<file path="config.mk">
export PLATFORM = sky130hd
export DESIGN_NAME = irq_prio_ctrl
export DESIGN_NICKNAME = d
export VERILOG_FILES = /design/src/rtl/irq_prio_pkg.sv /design/src/rtl/irq_prio_enc.sv /design/src/rtl/irq_regs.sv /design/src/rtl/irq_prio_ctrl.sv
export SDC_FILE = /design/constraint.sdc
export NUM_CORES = 1
export LEC_CHECK = 0
export CAP_MARGIN = 30
export CORE_UTILIZATION = 45
export DETAILED_ROUTE_END_ITERATION = 10
export PLACE_DENSITY_LB_ADDON = 0.05
export SLEW_MARGIN = 20
export SYNTH_ARGS = -nofsm -noshare
export SYNTH_HDL_FRONTEND = slang
export SYNTH_HIERARCHICAL = 1
export SYNTH_SLANG_ARGS = --single-unit
</file>
<file path="constraint.sdc">
create_clock -name clk -period 1.8 [get_ports clk]
set_input_delay 0.27 -clock clk [delete_from_list [all_inputs] [get_ports clk]]
set_output_delay 0.27 -clock clk [all_outputs]
set_load 0.01 [all_outputs]
</file>
<file path="src/rtl/irq_prio_pkg.sv">
package irq_prio_pkg;

    localparam int IRQ_LEVELS    = 16;
    localparam int IRQ_DATA_W    = 32;
    localparam int IRQ_TMODE_BIT = 19;

    typedef enum logic [2:0] {
        SEL_MASK  = 3'd0,
        SEL_PEND  = 3'd1,
        SEL_CLEAR = 3'd2,
        SEL_FORCE = 3'd3,
        SEL_TCTL  = 3'd4
    } irq_sel_e;

endpackage

</file>
<file path="src/rtl/irq_prio_enc.sv">
module irq_prio_enc #(
    parameter int NUM_LVL = 16,
    parameter int LVL_W   = 4
) (
    input  logic [NUM_LVL-1:1] vec,
    output logic [LVL_W-1:0]   level
);

    // Scan upward so that the highest set bit is the last one assigned.
    always_comb begin
        level = '0;
        for (int i = 1; i < NUM_LVL; i++) begin
            if (vec[i]) begin
                level = LVL_W'(i);
            end
        end
    end

endmodule

</file>
<file path="src/rtl/irq_regs.sv">
module irq_regs
    import irq_prio_pkg::*;
#(
    parameter int NUM_LVL   = IRQ_LEVELS,
    parameter int DATA_W    = IRQ_DATA_W,
    parameter int TMODE_BIT = IRQ_TMODE_BIT,
    parameter int LVL_W     = $clog2(NUM_LVL)
) (
    input  logic               clk,
    input  logic               rst_n,
    input  logic [NUM_LVL-1:0] src_evt,
    input  logic               wr_en,
    input  logic [2:0]         wr_sel,
    input  logic [DATA_W-1:0]  wr_data,
    input  logic [2:0]         rd_sel,
    output logic [DATA_W-1:0]  rd_data,
    input  logic               ack_valid,
    input  logic [LVL_W-1:0]   ack_level,
    output logic [NUM_LVL-1:0] pend_o,
    output logic [NUM_LVL-1:0] mask_o,
    output logic [NUM_LVL-1:0] force_o,
    output logic               tmode_o,
    output logic               par_err_o
);

    localparam logic [NUM_LVL-1:0] LVL_BITS  = {{(NUM_LVL-1){1'b1}}, 1'b0};
    localparam logic [NUM_LVL-1:0] MASK_BITS = {1'b0, {(NUM_LVL-2){1'b1}}, 1'b0};
    localparam logic [DATA_W-1:0]  BAD_BITS  =
        {{(DATA_W-NUM_LVL+1){1'b1}}, {(NUM_LVL-2){1'b0}}, 1'b1};

    logic [NUM_LVL-1:0] pend_q, mask_q, force_q;
    logic [NUM_LVL-1:0] pend_d, mask_d, force_d;
    logic               tmode_q, tmode_d;
    logic               par_q, par_d;
    logic [NUM_LVL-1:0] ack_vec, frc_clr, pnd_clr, sw_clr;
    irq_sel_e           wsel, rsel;

    assign wsel = irq_sel_e'(wr_sel);
    assign rsel = irq_sel_e'(rd_sel);

    // Next-state logic for all register groups.
    always_comb begin
        ack_vec = (ack_valid && ack_level != '0)
                ? ({{(NUM_LVL-1){1'b0}}, 1'b1} << ack_level) : '0;
        frc_clr = (tmode_q && |(force_q & ack_vec)) ? ack_vec : '0;
        pnd_clr = (frc_clr == '0) ? ack_vec : '0;
        sw_clr  = (wr_en && wsel == SEL_CLEAR)
                ? (wr_data[NUM_LVL-1:0] & LVL_BITS) : '0;

        pend_d  = ((pend_q & ~sw_clr & ~pnd_clr) | src_evt) & LVL_BITS;
        force_d = (wr_en && wsel == SEL_FORCE && tmode_q)
                ? (wr_data[NUM_LVL-1:0] & LVL_BITS) : (force_q & ~frc_clr);
        mask_d  = (wr_en && wsel == SEL_MASK)
                ? (wr_data[NUM_LVL-1:0] & MASK_BITS) : mask_q;
        tmode_d = (wr_en && wsel == SEL_TCTL) ? wr_data[TMODE_BIT] : tmode_q;
        par_d   = wr_en && (wsel == SEL_MASK) && |(wr_data & BAD_BITS);
    end

    always_ff @(posedge clk or negedge rst_n) begin
        if (!rst_n) begin
            pend_q  <= '0;
            force_q <= '0;
            mask_q  <= MASK_BITS;
            tmode_q <= 1'b0;
            par_q   <= 1'b0;
        end else begin
            pend_q  <= pend_d;
            force_q <= force_d;
            mask_q  <= mask_d;
            tmode_q <= tmode_d;
            par_q   <= par_d;
        end
    end

    // Read multiplexer.
    always_comb begin
        rd_data = '0;
        case (rsel)
            SEL_MASK:  rd_data = DATA_W'(mask_q);
            SEL_PEND:  rd_data = DATA_W'(pend_q);
            SEL_FORCE: rd_data = DATA_W'(force_q);
            SEL_TCTL:  rd_data[TMODE_BIT] = tmode_q;
            default:   rd_data = '0;
        endcase
    end

    assign pend_o    = pend_q;
    assign mask_o    = mask_q;
    assign force_o   = force_q;
    assign tmode_o   = tmode_q;
    assign par_err_o = par_q;

endmodule

</file>
<file path="src/rtl/irq_prio_ctrl.sv">
module irq_prio_ctrl
    import irq_prio_pkg::*;
#(
    parameter int NUM_LVL   = IRQ_LEVELS,
    parameter int DATA_W    = IRQ_DATA_W,
    parameter int TMODE_BIT = IRQ_TMODE_BIT,
    parameter int LVL_W     = $clog2(NUM_LVL)
) (
    input  logic               clk,
    input  logic               rst_n,
    input  logic [NUM_LVL-1:0] src_evt,
    input  logic               wr_en,
    input  logic [2:0]         wr_sel,
    input  logic [DATA_W-1:0]  wr_data,
    input  logic [2:0]         rd_sel,
    output logic [DATA_W-1:0]  rd_data,
    input  logic               ack_valid,
    input  logic [LVL_W-1:0]   ack_level,
    output logic [LVL_W-1:0]   irq_level,
    output logic               par_err
);

    logic [NUM_LVL-1:0] pend_q, mask_q, force_q, eff_vec;
    logic               tmode_q;
    logic [LVL_W-1:0]   enc_lvl;

    irq_regs #(
        .NUM_LVL   (NUM_LVL),
        .DATA_W    (DATA_W),
        .TMODE_BIT (TMODE_BIT),
        .LVL_W     (LVL_W)
    ) regs_i (
        .clk       (clk),
        .rst_n     (rst_n),
        .src_evt   (src_evt),
        .wr_en     (wr_en),
        .wr_sel    (wr_sel),
        .wr_data   (wr_data),
        .rd_sel    (rd_sel),
        .rd_data   (rd_data),
        .ack_valid (ack_valid),
        .ack_level (ack_level),
        .pend_o    (pend_q),
        .mask_o    (mask_q),
        .force_o   (force_q),
        .tmode_o   (tmode_q),
        .par_err_o (par_err)
    );

    // Forced requests count only while test mode is on.
    assign eff_vec = (pend_q | (tmode_q ? force_q : '0)) & ~mask_q
                   & {{(NUM_LVL-1){1'b1}}, 1'b0};

    irq_prio_enc #(
        .NUM_LVL (NUM_LVL),
        .LVL_W   (LVL_W)
    ) enc_i (
        .vec   (eff_vec[NUM_LVL-1:1]),
        .level (enc_lvl)
    );

    always_ff @(posedge clk or negedge rst_n) begin
        if (!rst_n) begin
            irq_level <= '0;
        end else begin
            irq_level <= enc_lvl;
        end
    end

endmodule

</file>
==> run_summary.xml, run 1 <==
<?xml version="1.0" encoding="UTF-8"?>
<metrics>
  <group name="status">
    <metric name="run_status" unit="">finished clean</metric>
  </group>
  <group name="worst_setup_path">
    <metric name="worstSetupEndpointType" unit="">register</metric>
    <metric name="crit_required" unit="ns">1.97</metric>
    <metric name="category_of_the_critical_setup_timing_path" unit="">input port to register</metric>
    <metric name="timing.reg2reg.setup_slack" unit="ns">0.06</metric>
    <metric name="r2r_start" unit="">regs_i/force_o[11]</metric>
    <metric name="crit_start_category" unit="">input port</metric>
    <metric name="critical_path.reg2reg.endpoint" unit="">regs_i/pend_o[10]</metric>
    <metric name="worst_r2r_path_depth" unit="">6</metric>
    <metric name="cp_data_arrival_time" unit="ns">1.92</metric>
    <metric name="path_max_fanout" unit="">7</metric>
  </group>
  <group name="cells_and_area">
    <metric name="area_growth_syn_to_layout" unit="%">35.75</metric>
    <metric name="multi_input_comb_area" unit="um2">2135</metric>
    <metric name="layout.area.seq" unit="um2">1294</metric>
    <metric name="final_cell_mix" unit="">sky130_fd_sc_hd__nor2_1, sky130_fd_sc_hd__clkdlybuf4s50_1, sky130_fd_sc_hd__dfrtp_1</metric>
    <metric name="layout.cells.most_common" unit="">sky130_fd_sc_hd__nor2_1</metric>
    <metric name="finalNonFillerCells" unit="">578</metric>
    <metric name="finalCoreUtilization" unit="%">63.55</metric>
    <metric name="antenna-diode-count" unit="">0</metric>
    <metric name="num-fill-cells" unit="">685</metric>
    <metric name="final_nets" unit="">537</metric>
    <metric name="share_of_post_route_cells_with_drive_strength_above_1" unit="%">23.32</metric>
  </group>
  <group name="floorplan">
    <metric name="start_util" unit="%">46.81</metric>
    <metric name="core.rowCount" unit="">32</metric>
    <metric name="floorplan.die.height" unit="um">91.89</metric>
    <metric name="fp.dieW" unit="um">91.89</metric>
    <metric name="die-area" unit="um2">8444</metric>
    <metric name="boundaryPins" unit="">99</metric>
    <metric name="coreArea" unit="um2">7767</metric>
  </group>
  <group name="logic_synthesis">
    <metric name="yosys_warnings" unit="">6</metric>
    <metric name="syn_inst" unit="">366</metric>
    <metric name="syn-cell-area" unit="um2">3636</metric>
    <metric name="synthesis.area_per_instance" unit="um2">9.934</metric>
  </group>
  <group name="power">
    <metric name="power.total" unit="W">0.003747</metric>
    <metric name="total_leakage_power" unit="nW">2.089</metric>
    <metric name="power_density" unit="nW/um2">759.1</metric>
    <metric name="vdd_drop_max" unit="mV">0.3500</metric>
  </group>
  <group name="sta">
    <metric name="fin_skew" unit="ns">0.009435</metric>
    <metric name="worst_slack" unit="ns">0.04480</metric>
    <metric name="finalMaxSlewViolations" unit="">0</metric>
    <metric name="timing.fmax" unit="MHz">569.7</metric>
    <metric name="period_minus_slack" unit="ns">1.755</metric>
    <metric name="min_period_over_period" unit="%">97.51</metric>
    <metric name="finalSetupViolCount" unit="">0</metric>
    <metric name="finalHoldViolations" unit="">0</metric>
  </group>
  <group name="clock_tree">
    <metric name="tritoncts_clock_tree" unit="">yes</metric>
    <metric name="tritoncts.num_buffers" unit="">5</metric>
    <metric name="clock-sinks" unit="">51</metric>
    <metric name="root_buffer_cell" unit="">sky130_fd_sc_hd__clkbuf_8</metric>
    <metric name="worst_skew_pair.late_latency" unit="ns">0.30</metric>
    <metric name="clkSlewWorstSetupHoldPaths" unit="ns">0.09</metric>
    <metric name="htree_levels" unit="">2</metric>
    <metric name="cts_max_path_buffers" unit="">2</metric>
  </group>
  <group name="global_route">
    <metric name="grt_first_pass_wirelength" unit="mm">16.43</metric>
    <metric name="overflow" unit="">0</metric>
    <metric name="grt_max_degree" unit="">52</metric>
    <metric name="gr-usage-all-layers" unit="%">25.03</metric>
    <metric name="first_global_vias" unit="">3143</metric>
    <metric name="grt_antenna_before_repair" unit="">0</metric>
  </group>
  <group name="place">
    <metric name="dpl.hpwl" unit="mm">7.945</metric>
    <metric name="pre_cts_ws" unit="ns">-0.4114</metric>
    <metric name="gpl.final_weighted_congestion" unit="">0.9193</metric>
    <metric name="dpl.cell_count" unit="">566</metric>
    <metric name="numPortBuffers" unit="">82</metric>
  </group>
  <group name="worst_hold_path">
    <metric name="min-delay-path-class" unit="">input port to asynchronous set/reset pin</metric>
  </group>
  <group name="routing">
    <metric name="total_vias_in_the_final_route" unit="">3338</metric>
    <metric name="detail_route.wl_per_cell" unit="um">17.96</metric>
    <metric name="ant_nets" unit="">0</metric>
    <metric name="avgViaCountPerCell" unit="">5.775</metric>
    <metric name="postRouteWirelength" unit="mm">10.38</metric>
    <metric name="dr.pass1.iters" unit="">5</metric>
    <metric name="count_of_unresolved_drc_violations_after_routing" unit="">0</metric>
    <metric name="drt_iter0_drc" unit="">277</metric>
  </group>
  <group name="flow_run">
    <metric name="drv.max_cap_violation_count" unit="">0</metric>
  </group>
</metrics>
per-layer routing:
metal	part of all wire, %	global-route usage (%)
met5	0	0
met4	1.4	5.208
met3	6.7	3.897
met2	47	40.49
met1	45	35.40
power breakdown:
part           leakage, nW  switching (W)  internal (W)  total (W)
Combinational         1.48       0.000658      0.000686    0.00134
Clock               0.0515       0.000379      0.000352   0.000731
Sequential           0.554       0.000252       0.00142    0.00167
Total                 2.09        0.00129       0.00246    0.00375
critical path, stage by stage:
cell                            delay, ns
sky130_fd_sc_hd__dlygate4sd2_1       0.31
sky130_fd_sc_hd__buf_4               0.20
sky130_fd_sc_hd__nor2b_4             0.14
sky130_fd_sc_hd__and2b_4             0.16
sky130_fd_sc_hd__a31oi_1             0.10
sky130_fd_sc_hd__o211ai_2            0.38
sky130_fd_sc_hd__buf_4               0.24
sky130_fd_sc_hd__a41oi_1             0.12
worst max path at each step:
stage	start	end	slack, ns
final	ack_level[0]	regs_i/force_o[9]	0.04
after global placement	rd_sel[0]	rd_data[7]	-0.36
after global routing	ack_level[0]	regs_i/force_o[9]	-0.01
after floorplan	regs_i/tmode_o	irq_level[0]	0.19
after detailed placement	rd_sel[0]	rd_data[7]	-0.41
after CTS	rd_sel[1]	rd_data[12]	0.0009
registers in the layout (all words and copies together) (netlist names):
name and count:
regs_i/force_o 16, regs_i/pend_o 15, regs_i/mask_o 14, irq_level 4, regs_i/par_err_o 1, regs_i/tmode_o 1
metrics by stage:
stage	hold WS, ns	instance area, um2	TNS, ns
after floorplan	-0.02559	3692	0
after global placement	0.2846	4776	-15.44
after detailed placement	0.2845	4776	-16.47
after CTS	0.4936	4871	0
after global routing	0.5110	4936	-0.04156
final	0.4777	4936	0
timing repair:
action,CTS,global route
hold buffers,1,0
setup endpoints to repair,47,46
hold endpoints to repair,37,0
setup buffers,0,1
pin swaps,1,2
resized for setup,25,19
cloned,0,2
area by class of cell:
cell class	count	share of cell area, %
clock buffer	8	2.028
inverter	2	0.1521
multi-input combinational	289	43.24
sequential	51	26.21
tap	102	2.586
timing repair buffer	126	25.78
Power figures use the tool's default switching activity.
==> inputs of run 2 (changes only) <==
--- a/config.mk
+++ b/config.mk
@@ -7,6 +7,7 @@
 export LEC_CHECK = 0
 export CAP_MARGIN = 30
 export CORE_UTILIZATION = 45
+export CTS_CLUSTER_DIAMETER = 50
 export DETAILED_ROUTE_END_ITERATION = 10
 export PLACE_DENSITY_LB_ADDON = 0.05
 export SLEW_MARGIN = 20
==> results of run 2 <==
Final layout, timing and power as in run 1 (identical DEF).
==> inputs of run 3 (changes only) <==
--- a/config.mk
+++ b/config.mk
@@ -6,7 +6,7 @@
 export NUM_CORES = 1
 export LEC_CHECK = 0
 export CAP_MARGIN = 30
-export CORE_UTILIZATION = 45
+export CORE_UTILIZATION = 40
 export CTS_CLUSTER_DIAMETER = 50
 export DETAILED_ROUTE_END_ITERATION = 10
 export PLACE_DENSITY_LB_ADDON = 0.05
==> run_summary.xml, run 3 (synthesized netlist as in run 1, its figures left out) <==
<?xml version="1.0" encoding="UTF-8"?>
<metrics>
  <group name="status">
    <metric name="run_status" unit="">finished clean</metric>
  </group>
  <group name="worst_setup_path">
    <metric name="crit_path_cell_trace" unit="">mux2i_1 &gt; nor2_1 &gt; a21oi_2 &gt; nor2_1 &gt; dlygate4sd2_1</metric>
    <metric name="crit_top_cell" unit="">sky130_fd_sc_hd__nor2_1</metric>
    <metric name="r2r_start" unit="">regs_i/tmode_o</metric>
    <metric name="critical_path.reg2reg.endpoint" unit="">irq_level[0]</metric>
    <metric name="category_of_the_critical_setup_timing_path" unit="">register to output pin</metric>
    <metric name="critical-path-max-stage-delay" unit="ns">0.55</metric>
    <metric name="worst-path-buf-inv" unit="">1</metric>
    <metric name="worstSetupEndpointType" unit="">output pin</metric>
    <metric name="worst_r2r_path_depth" unit="">6</metric>
    <metric name="crit_start_category" unit="">register</metric>
    <metric name="crit_required" unit="ns">1.53</metric>
    <metric name="cp_data_arrival_time" unit="ns">1.44</metric>
    <metric name="path_max_fanout" unit="">3</metric>
    <metric name="timing.reg2reg.setup_slack" unit="ns">0.13</metric>
    <metric name="crit_slowest_cell" unit="">sky130_fd_sc_hd__dfstp_2</metric>
    <metric name="critPathTopFamily" unit="">flip-flops</metric>
  </group>
  <group name="cells_and_area">
    <metric name="share_of_post_route_cells_with_drive_strength_above_1" unit="%">24.36</metric>
    <metric name="final_cell_mix" unit="">sky130_fd_sc_hd__clkdlybuf4s50_1, sky130_fd_sc_hd__nor2_1, sky130_fd_sc_hd__dfrtp_1</metric>
    <metric name="layout.area.seq" unit="um2">1295</metric>
    <metric name="finalCoreUtilization" unit="%">56.62</metric>
    <metric name="layout.cells.most_common" unit="">sky130_fd_sc_hd__clkdlybuf4s50_1</metric>
    <metric name="num-fill-cells" unit="">813</metric>
    <metric name="antenna-diode-count" unit="">0</metric>
    <metric name="area_growth_syn_to_layout" unit="%">36.48</metric>
    <metric name="largest_reg_flops" unit="">16</metric>
    <metric name="final_nets" unit="">533</metric>
    <metric name="multi_input_comb_area" unit="um2">2170</metric>
    <metric name="finalNonFillerCells" unit="">580</metric>
  </group>
  <group name="routing">
    <metric name="dr_wl_met3" unit="um">488</metric>
    <metric name="dr_wl_met2" unit="mm">4.953</metric>
    <metric name="top_layer_used" unit="">met4</metric>
    <metric name="dr.pass1.iters" unit="">4</metric>
    <metric name="total_vias_in_the_final_route" unit="">3324</metric>
    <metric name="route.layer.met1.wl" unit="mm">4.885</metric>
    <metric name="detail_route.wl_per_cell" unit="um">18.07</metric>
    <metric name="drt_iter0_drc" unit="">230</metric>
    <metric name="avgViaCountPerCell" unit="">5.731</metric>
    <metric name="count_of_unresolved_drc_violations_after_routing" unit="">0</metric>
    <metric name="ant_nets" unit="">0</metric>
    <metric name="postRouteWirelength" unit="mm">10.48</metric>
  </group>
  <group name="sta">
    <metric name="grt_setup_unrepaired" unit="">no</metric>
    <metric name="finalSetupViolCount" unit="">0</metric>
    <metric name="fin_skew" unit="ns">0.005308</metric>
    <metric name="period_minus_slack" unit="ns">1.713</metric>
    <metric name="finalHoldViolations" unit="">0</metric>
    <metric name="finalHoldWorstSlack" unit="ns">0.4700</metric>
    <metric name="timing.fmax" unit="MHz">583.9</metric>
    <metric name="finalMaxSlewViolations" unit="">0</metric>
    <metric name="min_period_over_period" unit="%">95.14</metric>
  </group>
  <group name="place">
    <metric name="numPortBuffers" unit="">82</metric>
    <metric name="gpl.final_weighted_congestion" unit="">0.8619</metric>
    <metric name="dpl.cell_count" unit="">570</metric>
    <metric name="dpl.hpwl" unit="mm">8.094</metric>
  </group>
  <group name="power">
    <metric name="total_leakage_power" unit="nW">2.079</metric>
    <metric name="vdd_drop_max" unit="mV">0.3942</metric>
    <metric name="power_density" unit="nW/um2">794.4</metric>
  </group>
  <group name="clock_tree">
    <metric name="clock-sinks" unit="">51</metric>
    <metric name="root_buffer_cell" unit="">sky130_fd_sc_hd__clkbuf_8</metric>
    <metric name="htree_levels" unit="">2</metric>
    <metric name="tritoncts.num_buffers" unit="">5</metric>
    <metric name="tritoncts_clock_tree" unit="">yes</metric>
    <metric name="cts_post_setup_buffers_inserted" unit="">0</metric>
    <metric name="clkSlewWorstSetupHoldPaths" unit="ns">0.09</metric>
    <metric name="cts_max_path_buffers" unit="">2</metric>
    <metric name="worst_skew_pair.late_latency" unit="ns">0.31</metric>
  </group>
  <group name="floorplan">
    <metric name="coreArea" unit="um2">8763</metric>
    <metric name="boundaryPins" unit="">99</metric>
    <metric name="start_util" unit="%">41.49</metric>
    <metric name="core.rowCount" unit="">34</metric>
    <metric name="die-area" unit="um2">9475</metric>
    <metric name="floorplan.die.height" unit="um">97.34</metric>
    <metric name="fp.dieW" unit="um">97.34</metric>
  </group>
  <group name="global_route">
    <metric name="grt_first_pass_wirelength" unit="mm">17.28</metric>
    <metric name="grt_antenna_before_repair" unit="">0</metric>
    <metric name="grt_max_degree" unit="">52</metric>
    <metric name="overflow" unit="">0</metric>
    <metric name="first_global_vias" unit="">3235</metric>
    <metric name="gr-usage-all-layers" unit="%">23.28</metric>
  </group>
  <group name="flow_run">
    <metric name="drv.max_cap_violation_count" unit="">0</metric>
  </group>
  <group name="worst_hold_path">
    <metric name="min-delay-path-class" unit="">input port to asynchronous set/reset pin</metric>
  </group>
</metrics>
## run 3: power by group
group | internal (W) | switching, W
sequential | 0.00142 | 0.000262
combinational | 0.000666 | 0.000647
clock | 0.000556 | 0.000390
## run 3: worst min-delay path: stages
cell                            delay [ns]
sky130_fd_sc_hd__dlygate4sd3_1        0.52
sky130_fd_sc_hd__buf_2                0.12
sky130_fd_sc_hd__buf_12               0.26
## run 3: final cells by class
type	count	share of cell area, %
clock buffers	6	1.462
inverters	2	0.1513
repair buffers	122	24.63
multi-input cells	289	43.72
well taps	108	2.723
flip-flops and latches	51	26.10
clock inverters	2	1.210
## run 3: layer usage
layer	vias to the layer above	global-route usage, %
met5	-	0
met4	0	5.543
met2	108	37.81
met3	10	3.309
met1	1642	32.83
li1	1564	-
## run 3: worst max path at each step
stage	slack, ns	startpoint	cells after the start	to
after floorplan	0.19	regs_i/tmode_o	6	irq_level[0]
after global placement	-0.38	rd_sel[0]	7	rd_data[1]
after detailed placement	-0.38	rd_sel[0]	7	rd_data[5]
after CTS	-0.02	rd_sel[1]	7	rd_data[5]
after global routing	0.005	regs_i/mask_o[5]	5	rd_data[5]
final	0.09	regs_i/mask_o[5]	5	rd_data[5]
## run 3: timing repair
action,4_1_cts,5_1_grt
setup endpoints to repair,32,39
gates resized for setup,31,20
endpoints found under the hold margin,37,0
gates cloned,1,0
hold buffers,1,0
pin swaps,0,2
## run 3: through the flow
stage	power [W]	setup slack (ns)	setup TNS [ns]	cell area (um2)
global route	0.004171	0.004839	0	4962
detailed placement	0.002977	-0.3797	-14.94	4743
global placement	0.002949	-0.3828	-15.19	4743
finish	0.003942	0.08747	0	4962
CTS	0.003932	-0.01617	-0.01617	4915
floorplan	0.002397	0.1897	0	3692
